**src/rtl/dualrate_pkg.sv**
```systemverilog
package dualrate_pkg;

  typedef struct packed {
    logic restart;
    logic fastStep;
    logic slowStep;
  } rateStrobes_t;

  localparam int unsigned NUM_CHANNELS = 2;
  localparam int unsigned CH_FAST = 0;
  localparam int unsigned CH_SLOW = 1;

endpackage

```
**src/rtl/tick_divider.sv**
```systemverilog
module tick_divider #(
  parameter int unsigned CNT_W = 8
) (
  input  logic             clk,
  input  logic             rstN,
  input  logic             restart,
  input  logic [CNT_W-1:0] divMax,
  output logic             step
);

  logic [CNT_W-1:0] cntQ;

  assign step = (cntQ == divMax);

  always_ff @(posedge clk or negedge rstN) begin
    if (!rstN) begin
      cntQ <= '0;
    end else if (restart) begin
      cntQ <= '0;
    end else if (step) begin
      cntQ <= '0;
    end else begin
      cntQ <= cntQ + 1'b1;
    end
  end

endmodule

```
**src/rtl/rate_ctrl.sv**
```systemverilog
module rate_ctrl
  import dualrate_pkg::*;
#(
  parameter int unsigned FDIV_W = 8,
  parameter int unsigned SDIV_W = 16,
  parameter int unsigned ADDR_W = 8
) (
  input  logic              clk,
  input  logic              rstN,
  input  logic              cfgLoad,
  input  logic [FDIV_W-1:0] fastDivCfg,
  input  logic [SDIV_W-1:0] slowDivCfg,
  input  logic [ADDR_W-1:0] lastIdxCfg,
  output rateStrobes_t      strobes,
  output logic [ADDR_W-1:0] lastIdx
);

  logic [FDIV_W-1:0] fastDivQ;
  logic [SDIV_W-1:0] slowDivQ;
  logic [ADDR_W-1:0] lastIdxQ;
  logic              fastTick;
  logic              slowTick;

  always_ff @(posedge clk or negedge rstN) begin
    if (!rstN) begin
      fastDivQ <= '0;
      slowDivQ <= '0;
      lastIdxQ <= '0;
    end else if (cfgLoad) begin
      fastDivQ <= fastDivCfg;
      slowDivQ <= slowDivCfg;
      lastIdxQ <= lastIdxCfg;
    end
  end

  tick_divider #(.CNT_W(FDIV_W)) fastDiv (
    .clk     (clk),
    .rstN    (rstN),
    .restart (cfgLoad),
    .divMax  (fastDivQ),
    .step    (fastTick)
  );

  tick_divider #(.CNT_W(SDIV_W)) slowDiv (
    .clk     (clk),
    .rstN    (rstN),
    .restart (cfgLoad),
    .divMax  (slowDivQ),
    .step    (slowTick)
  );

  always_comb begin
    strobes.restart  = cfgLoad;
    strobes.fastStep = fastTick && !cfgLoad;
    strobes.slowStep = slowTick && !cfgLoad;
  end

  assign lastIdx = lastIdxQ;

endmodule

```
**src/rtl/sample_path.sv**
```systemverilog
module sample_path
  import dualrate_pkg::*;
#(
  parameter int unsigned ADDR_W = 8,
  parameter int unsigned DATA_W = 8
) (
  input  logic              clk,
  input  logic              rstN,
  input  rateStrobes_t      strobes,
  input  logic [ADDR_W-1:0] lastIdx,
  input  logic [DATA_W-1:0] fastRdData,
  input  logic [DATA_W-1:0] slowRdData,
  output logic [ADDR_W-1:0] fastRdAddr,
  output logic [ADDR_W-1:0] slowRdAddr,
  output logic [DATA_W-1:0] dacCode
);

  localparam int unsigned SUM_W = DATA_W + 1;

  logic [ADDR_W-1:0] addrQ [NUM_CHANNELS];
  logic              stepVec [NUM_CHANNELS];
  logic [SUM_W-1:0]  rawSum;
  logic [DATA_W-1:0] satSum;

  assign stepVec[CH_FAST] = strobes.fastStep;
  assign stepVec[CH_SLOW] = strobes.slowStep;

  for (genvar ch = 0; ch < NUM_CHANNELS; ch++) begin : gChan
    always_ff @(posedge clk or negedge rstN) begin
      if (!rstN) begin
        addrQ[ch] <= '0;
      end else if (strobes.restart) begin
        addrQ[ch] <= '0;
      end else if (stepVec[ch]) begin
        addrQ[ch] <= (addrQ[ch] == lastIdx) ? '0 : addrQ[ch] + 1'b1;
      end
    end
  end

  assign fastRdAddr = addrQ[CH_FAST];
  assign slowRdAddr = addrQ[CH_SLOW];

  always_comb begin
    rawSum = {1'b0, fastRdData} + {1'b0, slowRdData};
    satSum = rawSum[DATA_W] ? {DATA_W{1'b1}} : rawSum[DATA_W-1:0];
  end

  always_ff @(posedge clk or negedge rstN) begin
    if (!rstN) begin
      dacCode <= '0;
    end else begin
      dacCode <= satSum;
    end
  end

endmodule

```
**src/rtl/dualrate_player.sv**
```systemverilog
module dualrate_player
  import dualrate_pkg::*;
#(
  parameter int unsigned FDIV_W = 8,
  parameter int unsigned SDIV_W = 16,
  parameter int unsigned ADDR_W = 8,
  parameter int unsigned DATA_W = 8
) (
  input  logic              clk,
  input  logic              rstN,
  input  logic              cfgLoad,
  input  logic [FDIV_W-1:0] fastDivCfg,
  input  logic [SDIV_W-1:0] slowDivCfg,
  input  logic [ADDR_W-1:0] lastIdxCfg,
  output logic [ADDR_W-1:0] fastRdAddr,
  input  logic [DATA_W-1:0] fastRdData,
  output logic [ADDR_W-1:0] slowRdAddr,
  input  logic [DATA_W-1:0] slowRdData,
  output logic [DATA_W-1:0] dacCode
);

  rateStrobes_t      strobes;
  logic [ADDR_W-1:0] lastIdx;

  rate_ctrl #(
    .FDIV_W (FDIV_W),
    .SDIV_W (SDIV_W),
    .ADDR_W (ADDR_W)
  ) ctrl (
    .clk        (clk),
    .rstN       (rstN),
    .cfgLoad    (cfgLoad),
    .fastDivCfg (fastDivCfg),
    .slowDivCfg (slowDivCfg),
    .lastIdxCfg (lastIdxCfg),
    .strobes    (strobes),
    .lastIdx    (lastIdx)
  );

  sample_path #(
    .ADDR_W (ADDR_W),
    .DATA_W (DATA_W)
  ) path (
    .clk        (clk),
    .rstN       (rstN),
    .strobes    (strobes),
    .lastIdx    (lastIdx),
    .fastRdData (fastRdData),
    .slowRdData (slowRdData),
    .fastRdAddr (fastRdAddr),
    .slowRdAddr (slowRdAddr),
    .dacCode    (dacCode)
  );

endmodule

```
**config.mk**
```make
export PLATFORM = sky130hd
export DESIGN_NAME = dualrate_player
export DESIGN_NICKNAME = d
export VERILOG_FILES = /design/src/rtl/dualrate_pkg.sv /design/src/rtl/tick_divider.sv /design/src/rtl/rate_ctrl.sv /design/src/rtl/sample_path.sv /design/src/rtl/dualrate_player.sv
export SDC_FILE = /design/constraint.sdc
export NUM_CORES = 1
export LEC_CHECK = 0
export ABC_AREA = 0
export BUFFER_PORTS_ARGS = -buffer_cell sky130_fd_sc_hd__buf_2
export CORE_AREA = 2 2 82 104
export DETAILED_ROUTE_END_ITERATION = 7
export DIE_AREA = 0 0 84 106
export GPL_ROUTABILITY_DRIVEN = 0
export PLACE_DENSITY = 0.9
export SLEW_MARGIN = 20
export SYNTH_ARGS = -nofsm -noshare
export SYNTH_HDL_FRONTEND = slang
export SYNTH_HIERARCHICAL = 1
export SYNTH_SLANG_ARGS = --single-unit
```
**constraint.sdc**
```tcl
create_clock -name clk -period 2.7 [get_ports clk]
set_clock_uncertainty 0.1 [all_clocks]
set_input_delay 0.54 -clock clk [delete_from_list [all_inputs] [get_ports clk]]
set_output_delay 0.54 -clock clk [all_outputs]
set_load 0.005 [all_outputs]
```
# After elaboration in Yosys (flattened, before gate mapping)
# Cells that the tools add are included.
# classes
mux	11
n_reduce_logical	5
addsub	5
eq_ne	4
# op_table
op	count
8-bit two-way mux	9
16-bit two-way mux	2
8-bit by 1-bit adder with 8-bit output, second input constant	3
8-bit equality test	3
16-bit by 1-bit adder with 16-bit output, second input constant	1
16-bit equality test	1
8-bit by 8-bit adder with 9-bit output	1
2-bit nonzero test	2
1-bit logical AND	2
1-bit zero test	1
# word_totals
input_bits	51
regBits	80
out_inout_bits	24

# Logic depth before layout (Yosys ltp)
# depth
depth_word	4
mapped_depth	10
ltp_nobuf	9

# Hierarchy
# The synthesis kept the hierarchy.
# by_module_without_submodules
module	cells_per_inst	instances	area_per_inst_um2
sample_path	148	1	1535.2
rate_ctrl	71	1	1352.5
tick_divider (ctrl.slowDiv)	99	1	959.7
tick_divider (ctrl.fastDiv)	47	1	514.2

# Worst setup path before layout
# Ideal clock, no wire load.
# synth_path
kind	reg2reg
from	register ctrl.fastDiv.cntQ[2]
to	register path.addrQ (netlist bit path/fastRdAddr[7])
setup_slack_ns	0.284
path_stages_with_launch	11
n_path_buf	1
required_ns	2.480
synth_period_minus_slack_ns	2.416
setup_ns	0.120
arrival_time_ns	2.196
cell_sequence	dfrtp_1 buf_6 xor2_1 nor4_4 and2_1 nor2b_1 nor2_1 and4bb_1 and3_1 xnor2_1 nor2_1
# synth_lines
item	line	rtl
start, declared	tick_divider.sv:11	logic [CNT_W-1:0] cntQ;
start signal, assigned	tick_divider.sv:23	cntQ <= cntQ + 1'b1;
end signal, assigned by index	sample_path.sv:35	addrQ[ch] <= (addrQ[ch] == lastIdx) ? '0 : addrQ[ch] + 1'b1;
end, declared	sample_path.sv:20	logic [ADDR_W-1:0] addrQ [NUM_CHANNELS];

==> results.json <==
{
  "synth.distinct_cells": 55,
  "first_pass_iters": 4,
  "tns_ns": 0,
  "dr.first_iter.drc_count": 147,
  "grt_max_degree": 42,
  "place_ws_ns": 0.1707,
  "cts_tree": "done",
  "synth.most_common_cell": "dfrtp_1",
  "startpoint_type": "flip-flop",
  "crit_path_start": "ctrl/fastDiv/cntQ[3]$_DFF_PN0_",
  "drv_cap": 0,
  "hold_ws_ns": 0.05676,
  "fin_util": 0.6244,
  "dp_hpwl_mm": 6.494,
  "syn2layout_area_growth_pct": 14.66,
  "drv_slew": 0,
  "rsz0062_at_grt": "false",
  "hold_viol": 0,
  "ys_ff_latch": 80,
  "synthTopCellsByCount": "dfrtp_1, xnor2_1, mux2_4",
  "synth_top_family_by_area": "simple AND/OR/NAND/NOR gates",
  "drt-total-wl_mm": 8.619,
  "dieArea_um2": 8904,
  "crit_family": "simple AND/OR/NAND/NOR gates",
  "synth_compound_area_frac": 0.08749,
  "cp-endpoint": "path/fastRdAddr[7]$_DFFE_PN0P_",
  "die_h_um": 106,
  "vias_per_cell": 5.628,
  "num_vias": 3090,
  "synth_flop_cell": "dfrtp_1",
  "regToRegStartpoint": "ctrl/fastDiv/cntQ[3]$_DFF_PN0_",
  "p_leak_nw": 2.309,
  "path_common_cell": "nor2_1",
  "r2r_slack_ns": 0.22,
  "cp_slowest_cell": "dfrtp_1",
  "crit_chain": "xor2_1 > nor4_4 > and2_1 > nor2b_1 > nor2_1 > and4bb_1 > and3_1 > xnor2_1 > nor2_1",
  "finalCriticalPeriod_ns": 2.477,
  "cp.depth": 9,
  "die_x_um": 84,
  "synth_edf_count": 0,
  "yosysSeqAreaShare": 0.4590,
  "cts_made_buffers": 9,
  "antennaDiodeCount": 0,
  "grt_pass1_wl_mm": 14.87,
  "fin_ws_ns": 0.2230,
  "yosysWarnings": 6,
  "antenna_found_initial": 0,
  "cts_resized": 0,
  "wire_per_inst_um": 15.70,
  "synthXorXnorAreaFrac": 0.1285,
  "finalCritPeriodShare": 0.9174,
  "synthTopCellsByArea": "dfrtp_1, mux2_4, xnor2_1, xor2_1, ha_1",
  "setup_viol": 0,
  "crit_path_end_kind": "flip-flop",
  "max_slew_margin": 0.6566,
  "muxShareOfSynthArea": 0.1116,
  "clkSinkCount": 80,
  "async_reset_ff_frac": 1.000,
  "syn_inst": 365,
  "yosys.area_share.simple": 0.1437,
  "reg2regPathDepth": 9,
  "ir_drop_mv": 0.3318,
  "total_power_mw": 2.565,
  "synth_top_area_share": 0.4590,
  "postSynthAreaPerCell_um2": 11.95,
  "cts_setup_buffers": 0,
  "cts_hold_buf": 0,
  "grt_use_total": 0.2088,
  "start_util": 0.5446,
  "ios": 75,
  "row_count": 37,
  "clock.fmax_ghz": 0.4037,
  "grt-ovfl-total": 0,
  "cp.arrival_ns": 2.62,
  "clk_path_buf_depth": 2,
  "ant_nets": 0,
  "fin_nets": 511,
  "slowest_delay_ns": 0.44,
  "drc_errors": 0,
  "crit_type": "flip-flop to flip-flop",
  "clk_latency_ns": 0.35,
  "reg2reg_to": "path/fastRdAddr[7]$_DFFE_PN0P_",
  "netlist_area_um2": 4362,
  "required_ns": 2.84,
  "yosys.area.top_type": "dfrtp_1",
  "grt_pass1_vias": 3247,
  "cp_max_fo": 6,
  "drive_gt1_frac": 0.3186,
  "status": "complete, no violations",
  "io_buffers": 74,
  "clockRootBuffer": "clkbuf_8",
  "ctsHtreeMaxLevel": 3,
  "path_clk_slew_ns": 0.08,
  "min_path_type": "input port to asynchronous set/reset pin",
  "synth_fa_ha_area_frac": 0.03901,
  "path_buf_inv": 0,
  "worstMarginPinSlew_ns": 0.5151,
  "powerDensity_nw_per_um2": 513.0,
  "synth_fp_nets": 429,
  "coreArea_um2": 8009
}
## final cells by class
type / instances / area, um^2
Tap cell: 97 / 121.4
Clock buffer: 10 / 127.6
Inverter: 5 / 18.77
Sequential cell: 80 / 2002
Clock inverter: 6 / 60.06
Fill cell: 610 / 3008
Timing Repair Buffer: 82 / 445.4
Multi-Input combinational cell: 269 / 2226
## registers in the layout (all words and copies together), names as in the netlist
register,cells
ctrl/fastDiv/cntQ,8
ctrl/slowDivQ,16
path/fastRdAddr,8
path/dacCode,8
path/slowRdAddr,8
ctrl/fastDivQ,8
ctrl/lastIdx,8
ctrl/slowDiv/cntQ,16
## routing by layer
| metal | share of wire | GRT usage | routed length, um |
|---|---|---|---|
| met5 | 0 | 0 | 0 |
| met4 | 0.024 | 0.09447 | 205 |
| met3 | 0.042 | 0.04425 | 362 |
| met2 | 0.54 | 0.3651 | 4612 |
| met1 | 0.40 | 0.2454 | 3439 |
## power by group
group	internal, mW	total, mW	leakage, nW	switching [mW]
clock	0.422	0.846	0.0920	0.424
combinational	0.207	0.385	1.21	0.178
sequential	1.27	1.33	1.01	0.0623
## layout by cell type, fill, tap and decap left out, types with 3 or more instances in the layout
master	instances
nand2_1	11
nand4_1	16
a21o_1	5
and3_1	3
dfrtp_1	80
o21ai_0	9
a211oi_1	7
ha_1	12
xor2_1	21
o31ai_1	4
nor2b_1	5
nand2b_1	3
nor3b_1	3
mux2_2	5
a21oi_1	9
buf_2	73
nor2_1	27
inv_1	5
nand3_1	13
clkinv_2	3
mux2_4	28
xnor2_1	43
buf_4	8
or3_1	6
clkbuf_8	9
a22o_1	8
## stage by stage
step	cell area [um^2]	instances
2_1_floorplan	4362	365
3_3_place_gp	4813	533
3_5_place_dp	4813	533
4_1_cts	5001	549
5_1_grt	5001	549
6_report	5001	549
## cells by family (layout without fill, tap and decap cells)
logic type / after synthesis / count (layout)
xor gates and xnor gates: 64 / 64
AOI/OAI and AO/OA: 51 / 51
buffers and inverters: 16 / 103
DFF: 80 / 80
and+or+nand+nor: 107 / 107
muxes: 34 / 34
adders and majority gates: 13 / 13
## worst min-delay path by stage
stage               slack (ns)                        endpoint                      startpoint
floorplan                 0.14  ctrl/fastDiv/cntQ[0]$_DFF_PN0_                            rstN
global placement          0.40  ctrl/slowDiv/cntQ[0]$_DFF_PN0_  ctrl/slowDiv/cntQ[0]$_DFF_PN0_
detailed placement        0.41  ctrl/slowDiv/cntQ[0]$_DFF_PN0_  ctrl/slowDiv/cntQ[0]$_DFF_PN0_
CTS                       0.06  path/slowRdAddr[2]$_DFFE_PN0P_                            rstN
global route              0.09     ctrl/lastIdx[4]$_DFFE_PN0P_                            rstN
finish                    0.06     ctrl/lastIdx[5]$_DFFE_PN0P_                            rstN
No activity file was read; power rests on OpenSTA's default activity.
